**src/rtl/vid656_pkg.sv**
```systemverilog
package vid656_pkg;

  localparam int PREAMBLE_WORDS = 4;
  localparam int KEY_W          = 8;
  localparam int WIDE_KEY_LSB   = 2;
  localparam logic [KEY_W-1:0] KEY_ONES  = 8'hFF;
  localparam logic [KEY_W-1:0] KEY_ZEROS = 8'h00;

  typedef struct packed {
    logic field;
    logic vblank;
    logic eav;
  } tref_t;

  function automatic logic status_ok(input logic [KEY_W-1:0] k);
    logic f, v, h;
    f = k[6];
    v = k[5];
    h = k[4];
    return k[7] && (k[3] == (v ^ h)) && (k[2] == (f ^ h)) &&
           (k[1] == (f ^ v)) && (k[0] == (f ^ v ^ h));
  endfunction

endpackage

```
**src/rtl/vid656_window.sv**
```systemverilog
module vid656_window #(
  parameter int DATA_W = 10,
  parameter int DEPTH  = 4
) (
  input  logic                          clk,
  input  logic                          rst,
  input  logic [DATA_W-1:0]             din,
  input  logic                          det,
  output logic [DEPTH-1:0][DATA_W-1:0]  taps,
  output logic [DEPTH-1:0]              fill,
  output logic [DEPTH-1:0]              kill
);

  always_ff @(posedge clk) begin
    if (rst) begin
      taps <= '0;
      fill <= '0;
      kill <= '0;
    end else begin
      taps[0] <= din;
      fill[0] <= 1'b1;
      kill[0] <= 1'b0;
      for (int s = 1; s < DEPTH; s++) begin
        taps[s] <= taps[s-1];
        fill[s] <= fill[s-1];
        kill[s] <= kill[s-1] | det;
      end
    end
  end

endmodule

```
**src/rtl/vid656_code_detect.sv**
```systemverilog
module vid656_code_detect
  import vid656_pkg::*;
#(
  parameter int DATA_W = 10,
  parameter int DEPTH  = 4
) (
  input  logic                          wide_mode,
  input  logic [DEPTH-1:0][DATA_W-1:0]  taps,
  input  logic                          full,
  output logic                          det,
  output tref_t                         code
);

  logic [DEPTH-1:0][KEY_W-1:0] key;

  genvar g;
  generate
    for (g = 0; g < DEPTH; g++) begin : g_key
      assign key[g] = wide_mode ? taps[g][WIDE_KEY_LSB +: KEY_W]
                                : taps[g][KEY_W-1:0];
    end
  endgenerate

  always_comb begin
    det = full && (key[DEPTH-1] == KEY_ONES);
    for (int s = 1; s < DEPTH-1; s++) begin
      det = det && (key[s] == KEY_ZEROS);
    end
    det = det && status_ok(key[0]);
    code.field  = key[0][6];
    code.vblank = key[0][5];
    code.eav    = key[0][4];
  end

endmodule

```
**src/rtl/vid656_gate.sv**
```systemverilog
module vid656_gate
  import vid656_pkg::*;
#(
  parameter int DATA_W = 10
) (
  input  logic              clk,
  input  logic              rst,
  input  logic              wide_mode,
  input  logic              active_only,
  input  logic [DATA_W-1:0] word,
  input  logic              word_fill,
  input  logic              word_kill,
  input  logic              det,
  input  tref_t             code,
  output logic              out_valid,
  output logic [DATA_W-1:0] out_data,
  output logic              out_sol,
  output logic              out_field,
  output logic              out_vblank,
  output logic              st_field,
  output logic              st_vblank
);

  logic act_q;
  logic sol_pend;
  logic emit;
  logic pass;

  assign emit = word_fill && !word_kill && !det;
  assign pass = emit && (!active_only || (act_q && !st_vblank));

  always_ff @(posedge clk) begin
    if (rst) begin
      act_q      <= 1'b0;
      sol_pend   <= 1'b0;
      st_field   <= 1'b0;
      st_vblank  <= 1'b0;
      out_valid  <= 1'b0;
      out_data   <= '0;
      out_sol    <= 1'b0;
      out_field  <= 1'b0;
      out_vblank <= 1'b0;
    end else begin
      out_valid  <= pass;
      out_sol    <= pass && sol_pend;
      out_field  <= st_field;
      out_vblank <= st_vblank;
      if (!pass)          out_data <= '0;
      else if (wide_mode) out_data <= word;
      else                out_data <= {{(DATA_W-KEY_W){1'b0}}, word[KEY_W-1:0]};
      if (det) begin
        st_field  <= code.field;
        st_vblank <= code.vblank;
        act_q     <= !code.eav;
        sol_pend  <= !code.eav;
      end else if (emit) begin
        sol_pend  <= 1'b0;
      end
    end
  end

endmodule

```
**src/rtl/vid656_parser.sv**
```systemverilog
module vid656_parser
  import vid656_pkg::*;
#(
  parameter int DATA_W = 10
) (
  input  logic              clk,
  input  logic              rst,
  input  logic              wide_mode,
  input  logic              active_only,
  input  logic [DATA_W-1:0] in_data,
  output logic              out_valid,
  output logic [DATA_W-1:0] out_data,
  output logic              out_sol,
  output logic              out_field,
  output logic              out_vblank
);

  localparam int DEPTH = PREAMBLE_WORDS;

  logic [DEPTH-1:0][DATA_W-1:0] taps;
  logic [DEPTH-1:0]             fill;
  logic [DEPTH-1:0]             kill;
  logic                         code_det;
  tref_t                        code;
  logic                         st_field;
  logic                         st_vblank;

  vid656_window #(.DATA_W(DATA_W), .DEPTH(DEPTH)) i_window (
    .clk  (clk),
    .rst  (rst),
    .din  (in_data),
    .det  (code_det),
    .taps (taps),
    .fill (fill),
    .kill (kill)
  );

  vid656_code_detect #(.DATA_W(DATA_W), .DEPTH(DEPTH)) i_detect (
    .wide_mode (wide_mode),
    .taps      (taps),
    .full      (fill[DEPTH-1]),
    .det       (code_det),
    .code      (code)
  );

  vid656_gate #(.DATA_W(DATA_W)) i_gate (
    .clk         (clk),
    .rst         (rst),
    .wide_mode   (wide_mode),
    .active_only (active_only),
    .word        (taps[DEPTH-1]),
    .word_fill   (fill[DEPTH-1]),
    .word_kill   (kill[DEPTH-1]),
    .det         (code_det),
    .code        (code),
    .out_valid   (out_valid),
    .out_data    (out_data),
    .out_sol     (out_sol),
    .out_field   (out_field),
    .out_vblank  (out_vblank),
    .st_field    (st_field),
    .st_vblank   (st_vblank)
  );

endmodule

```
**config.mk**
```make
export PLATFORM = sky130hd
export DESIGN_NAME = vid656_parser
export DESIGN_NICKNAME = d
export VERILOG_FILES = /design/src/rtl/vid656_pkg.sv /design/src/rtl/vid656_window.sv /design/src/rtl/vid656_code_detect.sv /design/src/rtl/vid656_gate.sv /design/src/rtl/vid656_parser.sv
export SDC_FILE = /design/constraint.sdc
export NUM_CORES = 1
export LEC_CHECK = 0
export ABC_CLOCK_PERIOD_IN_PS = 3200
export BUFFER_PORTS_ARGS = -buffer_cell sky130_fd_sc_hd__buf_4
export CAP_MARGIN = 30
export CORE_UTILIZATION = 47
export DETAILED_ROUTE_END_ITERATION = 6
export GPL_TIMING_DRIVEN = 0
export MAX_ROUTING_LAYER = met4
export PLACE_DENSITY = 0.67
export SLEW_MARGIN = 20
export SYNTH_ARGS = -nofsm -noshare
export SYNTH_HDL_FRONTEND = slang
export SYNTH_HIERARCHICAL = 1
export SYNTH_SLANG_ARGS = --single-unit
export TNS_END_PERCENT = 5
```
**constraint.sdc**
```tcl
create_clock -name clk -period 3.2 [get_ports clk]
set_input_delay 0.32 -clock clk [delete_from_list [all_inputs] [get_ports clk]]
set_output_delay 0.32 -clock clk [all_outputs]
set_load 0.005 [all_outputs]
```
==> out/qor.csv, run 1 <==
stage;metric;value;unit
setup_path;cell-by-cell listing of the critical path;mux2_4, xnor2_1, or3_1, a2111oi_2, buf_2, a2111oi_4, buf_6, and2_1;
setup_path;largest delay contributor family on the critical path;compound AO/OA/AOI/OAI gates;
floorplanning;full die area;0.00495;mm2
synthesis;average footprint of a synthesized cell;12.4;um2
grt;number of global-route vias before repair;1325;
setup_path;sort of element at the start of the critical path;register;
grt;pin count of the biggest net entering global routing;11;
final_layout;count of non-filler cells in the finished layout;272;
detailed_routing;drt pass-1 iters;4;
detailed_routing;sum of routed wire length over all layers;3.66;mm
timing;count of pins over their slew limit;0;
clock_tree;clock tree from TritonCTS;yes;
timing;Worst Slack Setup Final;825;ps
synthesis;number of warnings printed during yosys synthesis;6;
setup_path;class of the most critical setup path;register to register;
clock_tree;number of buffers between clock root and the deepest sink;2;
timing;highest clock rate;0.421;GHz
detailed_routing;count of vias placed by the detailed router;1300;
final_layout;end-of-flow core utilization;60.1;%
final_layout;most common library cell in the layout ignoring fill and taps;sky130_fd_sc_hd__dfxtp_1;
grt;Global Route Usage Sum;17.4;%
setup_path;longest individual stage delay on the worst path;450;ps
setup_path;reg-to-reg setup timing slack;830;ps
grt;antenna violations before repair;0;
pwr;post-layout power;1560;uW
synthesis;Post-Synthesis Cells;178;
pwr;Leakage;0.00109;uW
placed_design;gpl congestion;0.776;
grt;GR met2 Demand/Resource;28.7;%
floorplanning;effective utilization at floorplan;49.8;%
clock_tree;Inserted Clock Buffers;9;
timing;clock tree skew after final layout;7.01;ps
floorplanning;horizontal die dimension;70.4;um
placed_design;cell count after placement;258;
final_layout;fraction of final layout cells with drive strength greater than 1;36.8;%
final_layout;most frequent cells in the layout;sky130_fd_sc_hd__dfxtp_1 (65), sky130_fd_sc_hd__buf_4 (27), sky130_fd_sc_hd__nor2b_1 (23), sky130_fd_sc_hd__nor2b_2 (23), sky130_fd_sc_hd__clkbuf_8 (10);
placed_design;total of buffers placed on input and output ports;27;
setup_path;CP Capture Point;i_gate/out_data[7];
setup_path;startpoint of the most critical register-to-register path;i_window/taps[6];
job;number of maximum-capacitance violations;0;
clock_tree;Clock Pin Slew Worst Setup and Hold Paths;60;ps
clock_tree;Resize count post-CTS;0;
synthesis;syn nets;192;
clock_tree;maximum level of the CTS H-tree;3;
timing;total of endpoints with negative setup slack in the final report;0;
timing;portion of the clock cycle consumed by the worst path in the final layout;74.2;%
min_path;worst min-delay path category;input port to register;
setup_path;Buf+Inv Stages, Crit Path;2;
grt;Most Used Layer, Global Route;met2;
setup_path;total number of cells along the worst setup path;8;
detailed_routing;Initial DRC Count;29;
setup_path;number of cells traversed by the worst register-to-register path;8;
placed_design;placed wire-length estimate;2.68;mm
floorplanning;Die Y;70.4;um
grt;global-route track usage on met3;6.06;%
floorplanning;core area;0.00441;mm2
timing;setup tns final;0;ps
clock_tree;CTS sink count;65;
timing;RSZ-0062 raised after global routing;no;
timing;hold violation total from the final report;0;
floorplanning;boundary pin count;28;
final_layout;number of nets in the layout;231;
synthesis;Mapped Area;0.00220;mm2
detailed_routing;Residual DRC;0;
final_layout;total inserted antenna cells;0;
grt;global-route wire length before repair;6.15;mm
detailed_routing;antenna-violating nets left;0;
setup_path;crit end category;register;
outcome;status;finished clean;
pwr;worst IR drop on VDD;385;uV
clock_tree;clock tree root buffer cell;sky130_fd_sc_hd__clkbuf_8;
clock_tree;buffer count from post-CTS setup fixing;0;
floorplanning;total number of placement rows;24;
setup_path;largest driver fanout on the critical path;10;
placed_design;dpl ws;569;ps
grt;met1 Resource Use GR;18.4;%
timing;remaining max-slew budget at the tightest pin;69.7;%
detailed_routing;WL/cell;13.5;um
setup_path;Critical Path Slowest Stage Cell;sky130_fd_sc_hd__a2111oi_2;
clock_tree;Hold-fix buffers, CTS;0;
setup_path;Worst EP required;3420;ps
setup_path;terminus of the critical flop-to-flop path;i_gate/out_data[7];
setup_path;Worst Path Arrival;2590;ps
setup_path;worst setup path startpoint;i_window/taps[6];
timing;slew of the pin with the lowest slew margin;453;ps
grt;GR Overflow Total;0;
pwr;areal power density over the cells;589;mW/mm2
timing;Final Critical Period;2370;ps
clock_tree;latest clock arrival within the worst-skew pair;320;ps
detailed_routing;detailed-route vias per instance;4.78;
final_layout;area overhead of the layout relative to synthesis;20.7;%
## registers in the layout, summed over array words and instances, names as in the netlist
| signal | count |
|---|---|
| i_gate/act_q | 1 |
| i_gate/out_data | 10 |
| i_gate/out_field | 1 |
| i_gate/out_sol | 1 |
| i_gate/out_valid | 1 |
| i_gate/out_vblank | 1 |
| i_gate/sol_pend | 1 |
| i_gate/st_field | 1 |
| i_gate/st_vblank | 1 |
| i_window/fill | 4 |
| i_window/kill | 3 |
| i_window/taps | 40 |
## power by group
group | leakage, uW | internal (uW) | switching (uW)
clock network | 0.0000978 | 368 | 271
registers | 0.000530 | 829 | 12.6
logic | 0.000463 | 46.8 | 36.7
## metrics by stage
stage / hold slack (ps) / instance area [um2]
CTS: 189 / 2650
global placement: 420 / 2470
finish: 201 / 2650
detailed placement: 427 / 2470
floorplan: 389 / 2200
global route: 188 / 2650
## worst reg2reg max path: stages, from the launching register on
cell	delay, ps
sky130_fd_sc_hd__dfxtp_1	380
sky130_fd_sc_hd__mux2_4	300
sky130_fd_sc_hd__xnor2_1	140
sky130_fd_sc_hd__or3_1	330
sky130_fd_sc_hd__a2111oi_2	450
sky130_fd_sc_hd__buf_2	290
sky130_fd_sc_hd__a2111oi_4	80
sky130_fd_sc_hd__buf_6	150
sky130_fd_sc_hd__and2_1	150
## metal layers
layer	routed length, um	part of all wire [%]
met5	0	0
met4	41	1.1
met3	131	3.6
met2	1870	51
met1	1620	44
## how the worst min path moves through the flow
| stage | from | to | slack [ps] | cells past startpoint |
|---|---|---|---|---|
| after floorplan | rst | i_gate/act_q | 390 | 1 |
| after global placement | i_window/fill[1] | i_window/fill[2] | 420 | 1 |
| after detailed placement | i_window/fill[0] | i_window/fill[1] | 430 | 1 |
| after CTS | in_data[3] | i_window/taps[3] | 190 | 2 |
| after global routing | in_data[3] | i_window/taps[3] | 190 | 2 |
| final | in_data[3] | i_window/taps[3] | 200 | 2 |
## cell type report
class,count,area (um2)
Timing Repair Buffer,28,208
Clock inverter,4,45.0
Buffer,7,72.6
Clock buffer,10,138
Fill cell,366,1760
Inverter,1,3.75
Multi-Input combinational cell,105,821
Sequential cell,65,1300
Tap cell,52,65.1
Power figures use the tool's default switching activity.
==> inputs of run 2 (changes only) <==
ABC_AREA = 1   (was default)
ABC_CLOCK_PERIOD_IN_PS = 2000   (was 3200)
PLACE_DENSITY = 0.69   (was 0.67)
clock period = 2 ns   (was 3.2 ns; I/O delays follow)
==> run 2 against run 1 <==
Effect of this change: wire length up 3.4%; design area up 9.1%; core utilization about the same; sequential cell count unchanged; sequential share of layout area down 4.1 points; first-iteration DRC count up 120%; synthesized cell count up 74%; synthesized area up 8.9%; fmax up 36%; global-route usage down 0.63 points; via count up 34%.
==> out/qor.csv, run 2 <==
stage;metric;value;unit;change
setup_path;Worst EP required;2270;ps;was 3420 ps
clock_tree;latest clock arrival within the worst-skew pair;330;ps;was 320 ps
outcome;status;finished clean;;unchanged
pwr;areal power density over the cells;922;mW/mm2;was 589 mW/mm2
timing;setup tns final;0;ps;unchanged
detailed_routing;sum of routed wire length over all layers;3.79;mm;was 3.66 mm
final_layout;area overhead of the layout relative to synthesis;20.9;%;was 20.7%
min_path;number of cells on the worst hold path;3;;was 2
setup_path;sort of element at the start of the critical path;register;;unchanged
final_layout;number of nets in the layout;361;;was 231
setup_path;Buf+Inv Stages, Crit Path;2;;unchanged
synthesis;number of warnings printed during yosys synthesis;6;;unchanged
setup_path;startpoint of the most critical register-to-register path;i_window/taps[6];;unchanged
min_path;launch point of the worst hold path;in_data[2];;was in_data[3]
clock_tree;Clock Pin Slew Worst Setup and Hold Paths;60;ps;about the same
grt;antenna violations before repair;0;;unchanged
synthesis;average footprint of a synthesized cell;7.75;um2;was 12.4 um2
clock_tree;Inserted Clock Buffers;9;;unchanged
final_layout;most frequent cells in the layout;sky130_fd_sc_hd__inv_1 (71), sky130_fd_sc_hd__dfxtp_1 (65), sky130_fd_sc_hd__nor2_1 (60);;was sky130_fd_sc_hd__dfxtp_1 (65), sky130_fd_sc_hd__buf_4 (27), sky130_fd_sc_hd__nor2b_1 (23), sky130_fd_sc_hd__nor2b_2 (23), sky130_fd_sc_hd__clkbuf_8 (10)
grt;pin count of the biggest net entering global routing;11;;unchanged
min_path;worst min-delay path category;input port to register;;unchanged
grt;GR Overflow Total;0;;unchanged
detailed_routing;drt pass-1 iters;4;;unchanged
floorplanning;Die Y;73.4;um;was 70.4 um
final_layout;fraction of final layout cells with drive strength greater than 1;22.2;%;was 36.8%
clock_tree;clock tree root buffer cell;sky130_fd_sc_hd__clkbuf_8;;unchanged
setup_path;Critical Path Slowest Stage Cell;sky130_fd_sc_hd__dfxtp_1;;was sky130_fd_sc_hd__a2111oi_2
final_layout;total inserted antenna cells;0;;unchanged
final_layout;largest registers;i_window/taps: 40 flops, i_gate/out_data: 10 flops, i_window/fill: 4 flops;;unchanged
detailed_routing;count of vias placed by the detailed router;1748;;was 1,300
timing;total of endpoints with negative setup slack in the final report;0;;unchanged
detailed_routing;Residual DRC;0;;unchanged
timing;highest clock rate;0.571;GHz;was 0.421 GHz
grt;global-route wire length before repair;6.33;mm;was 6.15 mm
setup_path;class of the most critical setup path;register to register;;unchanged
clock_tree;number of buffers between clock root and the deepest sink;2;;unchanged
pwr;Leakage;0.00138;uW;was 0.00109 uW
synthesis;Post-Synthesis Cells;309;;was 178
job;number of maximum-capacitance violations;0;;unchanged
detailed_routing;Initial DRC Count;64;;was 29
clock_tree;CTS sink count;65;;unchanged
setup_path;most used cell, CP;sky130_fd_sc_hd__nand2_1;;
clock_tree;Resize count post-CTS;0;;unchanged
final_layout;post-route cell area;0.00289;mm2;was 0.00265 mm2
pwr;worst IR drop on VDD;501;uV;was 385 uV
timing;count of pins over their slew limit;0;;unchanged
floorplanning;horizontal die dimension;73.4;um;was 70.4 um
setup_path;largest delay contributor family on the critical path;simple AND/OR/NAND/NOR gates;;was compound AO/OA/AOI/OAI gates
placed_design;cell count after placement;403;;was 258
clock_tree;buffer count from post-CTS setup fixing;0;;unchanged
final_layout;count of non-filler cells in the finished layout;418;;was 272
setup_path;reg-to-reg setup timing slack;250;ps;was 830 ps
timing;portion of the clock cycle consumed by the worst path in the final layout;87.6;%;was 74.2%
floorplanning;full die area;0.00538;mm2;was 0.00495 mm2
setup_path;number of cells traversed by the worst register-to-register path;13;;was 8
grt;Global Route Usage Sum;16.8;%;was 17.4%
timing;Worst Slack Setup Final;248;ps;was 825 ps
timing;clock tree skew after final layout;8.58;ps;was 7.01 ps
final_layout;most common library cell in the layout ignoring fill and taps;sky130_fd_sc_hd__inv_1;;was sky130_fd_sc_hd__dfxtp_1
timing;RSZ-0062 raised after global routing;no;;unchanged
setup_path;longest individual stage delay on the worst path;390;ps;was 450 ps
synthesis;syn nets;323;;was 192
placed_design;placed wire-length estimate;2.69;mm;was 2.68 mm
timing;remaining max-slew budget at the tightest pin;88.4;%;was 69.7%
detailed_routing;WL/cell;9.06;um;was 13.5 um
timing;hold violation total from the final report;0;;unchanged
final_layout;Reg with most FFs;i_window/taps;;unchanged
floorplanning;core area;0.00482;mm2;was 0.00441 mm2
setup_path;Worst Path Arrival;2020;ps;was 2590 ps
placed_design;area after detailed placement;0.00268;mm2;was 0.00247 mm2
timing;Final Critical Period;1750;ps;was 2370 ps
detailed_routing;antenna-violating nets left;0;;unchanged
floorplanning;total number of placement rows;25;;was 24
clock_tree;Hold-fix buffers, CTS;0;;unchanged
clock_tree;maximum level of the CTS H-tree;3;;unchanged
floorplanning;boundary pin count;28;;unchanged
placed_design;total of buffers placed on input and output ports;27;;unchanged
setup_path;crit end category;register;;unchanged
final_layout;flip-flop count of the largest register, all copies and words added;40;;unchanged
min_path;worst min-delay path endpoint;i_window/taps[2];;was i_window/taps[3]
timing;slew of the pin with the lowest slew margin;172;ps;was 453 ps
setup_path;largest driver fanout on the critical path;10;;unchanged
synthesis;Mapped Area;0.00239;mm2;was 0.00220 mm2
timing;worst hold margin;67.5;ps;was 201 ps
clock_tree;clock tree from TritonCTS;yes;;unchanged
grt;number of global-route vias before repair;1453;;was 1,325
placed_design;dpl ws;187;ps;was 569 ps
setup_path;cell-by-cell listing of the critical path;inv_1, nand2_1, nand2_1, nand2_1, nand2_1, or2_0, nand3b_1, nor2_2, inv_2, nand2_1, nor2_4, nand2_4, nor2_2;;was mux2_4, xnor2_1, or3_1, a2111oi_2, buf_2, a2111oi_4, buf_6, and2_1
detailed_routing;detailed-route vias per instance;4.18;;was 4.78
placed_design;gpl congestion;0.795;;was 0.776
setup_path;terminus of the critical flop-to-flop path;i_gate/out_data[7];;unchanged
floorplanning;effective utilization at floorplan;49.7;%;was 49.8%
## run 2: cell count changes in the layout (fill, tap and decap cells not counted), sizes merged, moves of 7 or more
cell   before  now
and2        9    0
inv         1   76
mux2i       7    0
nand2       0   65
nor2        6   72
nor2b      46    0
## run 2: per-layer routing
metal / track usage (%) / wire length [um] / up-vias
met5: - / 0 / -
met4: 10.9 / 55 / 0
met3: 5.76 / 213 / 6
met2: 24.5 / 1750 / 45
met1: 19.6 / 1760 / 745
li1: - / - / 952
## run 2: cell type report
| class | count | area (um2) |
|---|---|---|
| Fill cell | 473 | 1920 |
| Sequential cell | 65 | 1300 |
| Multi-Input combinational cell | 160 | 714 |
| Inverter | 77 | 295 |
| Timing Repair Buffer | 27 | 203 |
| Clock buffer | 13 | 179 |
| Tap cell | 67 | 83.8 |
| Buffer | 7 | 82.6 |
| Clock inverter | 2 | 35.0 |
## run 2: worst min-delay path, stage by stage
cell	delay [ps]
sky130_fd_sc_hd__buf_4	70
sky130_fd_sc_hd__inv_1	30
sky130_fd_sc_hd__nor2_1	60
## run 2: per-stage QoR
stage,util [%],power (uW)
detailed placement,55.6,1540
global placement,55.6,1540
finish,60.1,2670
floorplan,-,1490
CTS,60.1,2700
global route,60.1,2790
## run 2: worst max-delay path by stage
stage | start | to | slack [ps] | cells after the start
after detailed placement | wide_mode | i_gate/out_valid | 190 | 15
after CTS | i_window/taps[6] | i_gate/out_data[7] | 270 | 13
after floorplan | wide_mode | i_gate/out_valid | 530 | 14
final | i_window/taps[6] | i_gate/out_data[7] | 250 | 13
after global placement | wide_mode | i_gate/out_valid | 200 | 15
after global routing | i_window/taps[6] | i_gate/out_data[8] | 30 | 13
## run 2: report_power, final
group / switching [uW] / internal (uW) / total (uW)
sequential: 18.9 / 1330 / 1350
clock: 455 / 703 / 1160
combinational: 94.3 / 71.8 / 166
==> inputs of run 3 (changes only) <==
--- a/config.mk
+++ b/config.mk
@@ -11,3 +11,3 @@
 export CAP_MARGIN = 30
-export CORE_UTILIZATION = 47
+export CORE_UTILIZATION = 45
 export DETAILED_ROUTE_END_ITERATION = 6
@@ -15,3 +15,4 @@
 export MAX_ROUTING_LAYER = met4
-export PLACE_DENSITY = 0.69
+export PLACE_DENSITY = 0.67
+export REMOVE_ABC_BUFFERS = 1
 export SLEW_MARGIN = 20
--- a/constraint.sdc
+++ b/constraint.sdc
@@ -3,2 +3,2 @@
 set_output_delay 0.2 -clock clk [all_outputs]
-set_load 0.005 [all_outputs]
+set_load 0.1 [all_outputs]
==> run 3 against run 2 <==
Effect of this change: clock power up 23%; cell count shrank 0.72%; clock-buffer cell count shrank 3; sequential cell count unchanged; global-route usage decreased by 1.5 points; combinational power is 11% lower; worst setup slack better by 51 ps; die area up 4.3%; design area down 1.2%; sequential power is essentially flat.
==> out/qor.csv, run 3 (synthesis gave the netlist of run 2 again) <==
stage;metric;value;unit;change
grt;pin count of the biggest net entering global routing;50;;was 11
timing;Final Critical Period;1700;ps;was 1750 ps
timing;total of endpoints with negative setup slack in the final report;0;;unchanged
timing;clock tree skew after final layout;5.31;ps;was 8.58 ps
floorplanning;core area;0.00511;mm2;was 0.00482 mm2
grt;global-route wire length before repair;6.04;mm;was 6.33 mm
timing;count of pins over their slew limit;0;;unchanged
floorplanning;full die area;0.00561;mm2;was 0.00538 mm2
grt;antenna violations before repair;0;;unchanged
setup_path;sort of element at the start of the critical path;register;;unchanged
placed_design;dpl ws;200;ps;was 187 ps
pwr;Leakage;0.00136;uW;was 0.00138 uW
timing;RSZ-0062 raised after global routing;no;;unchanged
clock_tree;buffer count from post-CTS setup fixing;0;;unchanged
final_layout;area overhead of the layout relative to synthesis;19.4;%;was 20.9%
floorplanning;Die Y;74.9;um;was 73.4 um
timing;highest clock rate;0.588;GHz;was 0.571 GHz
placed_design;placed wire-length estimate;2.46;mm;was 2.69 mm
final_layout;Reg with most FFs;i_window/taps;;unchanged
setup_path;longest individual stage delay on the worst path;370;ps;was 390 ps
clock_tree;Resize count post-CTS;0;;unchanged
clock_tree;latest clock arrival within the worst-skew pair;340;ps;was 330 ps
final_layout;most common library cell in the layout ignoring fill and taps;sky130_fd_sc_hd__inv_1;;unchanged
clock_tree;Clock Pin Slew Worst Setup and Hold Paths;70;ps;was 60 ps
final_layout;number of nets in the layout;354;;was 361
final_layout;largest registers;i_window/taps: 40 flops, i_gate/out_data: 10 flops, i_window/fill: 4 flops;;unchanged
final_layout;count of non-filler cells in the finished layout;415;;was 418
timing;setup tns final;0;ps;unchanged
setup_path;Critical Path Slowest Stage Cell;sky130_fd_sc_hd__dfxtp_1;;unchanged
final_layout;total inserted antenna cells;0;;unchanged
clock_tree;clock tree from TritonCTS;yes;;unchanged
final_layout;end-of-flow core utilization;56.0;%;was 60.1%
min_path;worst min-delay path category;input port to register;;unchanged
clock_tree;maximum level of the CTS H-tree;3;;unchanged
setup_path;crit end category;register;;unchanged
setup_path;largest delay contributor family on the critical path;simple AND/OR/NAND/NOR gates;;unchanged
clock_tree;Inserted Clock Buffers;9;;unchanged
placed_design;total of buffers placed on input and output ports;27;;unchanged
final_layout;flip-flop count of the largest register, all copies and words added;40;;unchanged
setup_path;Worst EP required;2280;ps;was 2270 ps
grt;Global Route Usage Sum;15.3;%;was 16.8%
detailed_routing;sum of routed wire length over all layers;3.58;mm;was 3.79 mm
detailed_routing;WL/cell;8.62;um;was 9.06 um
grt;number of global-route vias before repair;1501;;was 1,453
setup_path;class of the most critical setup path;register to register;;unchanged
detailed_routing;detailed-route vias per instance;4.04;;was 4.18
detailed_routing;Residual DRC;0;;unchanged
setup_path;most used cell, CP;sky130_fd_sc_hd__nand2_1;;unchanged
timing;portion of the clock cycle consumed by the worst path in the final layout;85.1;%;was 87.6%
outcome;status;finished clean;;unchanged
timing;remaining max-slew budget at the tightest pin;66.8;%;was 88.4%
detailed_routing;antenna-violating nets left;0;;unchanged
pwr;areal power density over the cells;1020;mW/mm2;was 922 mW/mm2
setup_path;largest driver fanout on the critical path;8;;was 10
pwr;worst IR drop on VDD;445;uV;was 501 uV
clock_tree;number of buffers between clock root and the deepest sink;2;;unchanged
final_layout;fraction of final layout cells with drive strength greater than 1;20.6;%;was 22.2%
floorplanning;boundary pin count;28;;unchanged
clock_tree;Hold-fix buffers, CTS;0;;unchanged
floorplanning;total number of placement rows;26;;was 25
placed_design;gpl congestion;0.740;;was 0.795
placed_design;cell count after placement;399;;was 403
setup_path;reg-to-reg setup timing slack;300;ps;was 250 ps
detailed_routing;drt pass-1 iters;4;;unchanged
timing;hold violation total from the final report;0;;unchanged
detailed_routing;Initial DRC Count;79;;was 64
detailed_routing;count of vias placed by the detailed router;1678;;was 1,748
clock_tree;CTS sink count;65;;unchanged
final_layout;most frequent cells in the layout;sky130_fd_sc_hd__inv_1 (71), sky130_fd_sc_hd__dfxtp_1 (65), sky130_fd_sc_hd__nor2_1 (60);;unchanged
setup_path;Worst Path Arrival;1980;ps;was 2020 ps
floorplanning;effective utilization at floorplan;46.9;%;was 49.7%
timing;Worst Slack Setup Final;299;ps;was 248 ps
setup_path;Buf+Inv Stages, Crit Path;2;;unchanged
floorplanning;horizontal die dimension;74.9;um;was 73.4 um
clock_tree;clock tree root buffer cell;sky130_fd_sc_hd__clkbuf_8;;unchanged
grt;GR Overflow Total;0;;unchanged
setup_path;cell-by-cell listing of the critical path;inv_1, nand2_1, nand2_1, nand2_1, nand2_1, or2_0, nand3b_1, nor2_2, inv_2, nand2_1, nor2_4, nand3_1, nor2_1;;was inv_1, nand2_1, nand2_1, nand2_1, nand2_1, or2_0, nand3b_1, nor2_2, inv_2, nand2_1, nor2_4, nand2_4, nor2_2
pwr;post-layout power;2920;uW;was 2670 uW
job;number of maximum-capacitance violations;0;;unchanged
timing;slew of the pin with the lowest slew margin;497;ps;was 172 ps
[run 3: cell count changes in the layout (fill, tap and decap cells not counted)]
cell | before | now
sky130_fd_sc_hd__bufinv_16 | 1 | 4
sky130_fd_sc_hd__clkbuf_1 | 0 | 1
sky130_fd_sc_hd__buf_8 | 1 | 0
sky130_fd_sc_hd__buf_6 | 6 | 0
sky130_fd_sc_hd__clkinv_2 | 2 | 3
sky130_fd_sc_hd__clkbuf_8 | 13 | 9
[run 3: cell type report]
type                    count  area [um2]
fillers                   479        2250
flip-flops and latches     65        1300
multi-input cells         160         714
inverters                  77         295
repair buffers             27         203
clock inverters             6         130
clock buffers              10         128
well taps                  70        87.6
[run 3: per-stage QoR]
stage / hold slack, ps / instance area, um2
3_3_place_gp: 391 / 2600
4_1_cts: 38.3 / 2860
5_1_grt: 62.5 / 2860
3_5_place_dp: 394 / 2600
2_1_floorplan: 269 / 2310
6_report: 56.2 / 2860
[run 3: worst min-delay path: cells and delay by family]
| kind | cells | cell delay (ps) |
|---|---|---|
| simple gates | 1 | 60 |
| buf+inv | 2 | 100 |
[run 3: path summary, 6_finish.rpt]
| path | startpoint | end | cells after the start |
|---|---|---|---|
| min reg2reg | i_window/fill[1] | i_window/fill[2] | 2 |
| min | in_data[2] | i_window/taps[2] | 3 |
| max reg2reg | i_window/taps[6] | i_gate/out_data[8] | 13 |
| max | i_window/taps[6] | i_gate/out_data[8] | 13 |
[run 3: power breakdown]
group	internal (uW)	total (uW)	switching, uW
combinational	57.4	148	90.9
sequential	1330	1340	18.4
clock	950	1430	476
[run 3: routing by layer]
metal | up-vias | track usage, % | part of all wire [%]
li1 | 936 | - | -
met3 | 5 | 5.62 | 4.2
met2 | 29 | 24.6 | 48
met5 | - | - | 0
met1 | 708 | 15.9 | 46
met4 | 0 | 9.43 | 1.8
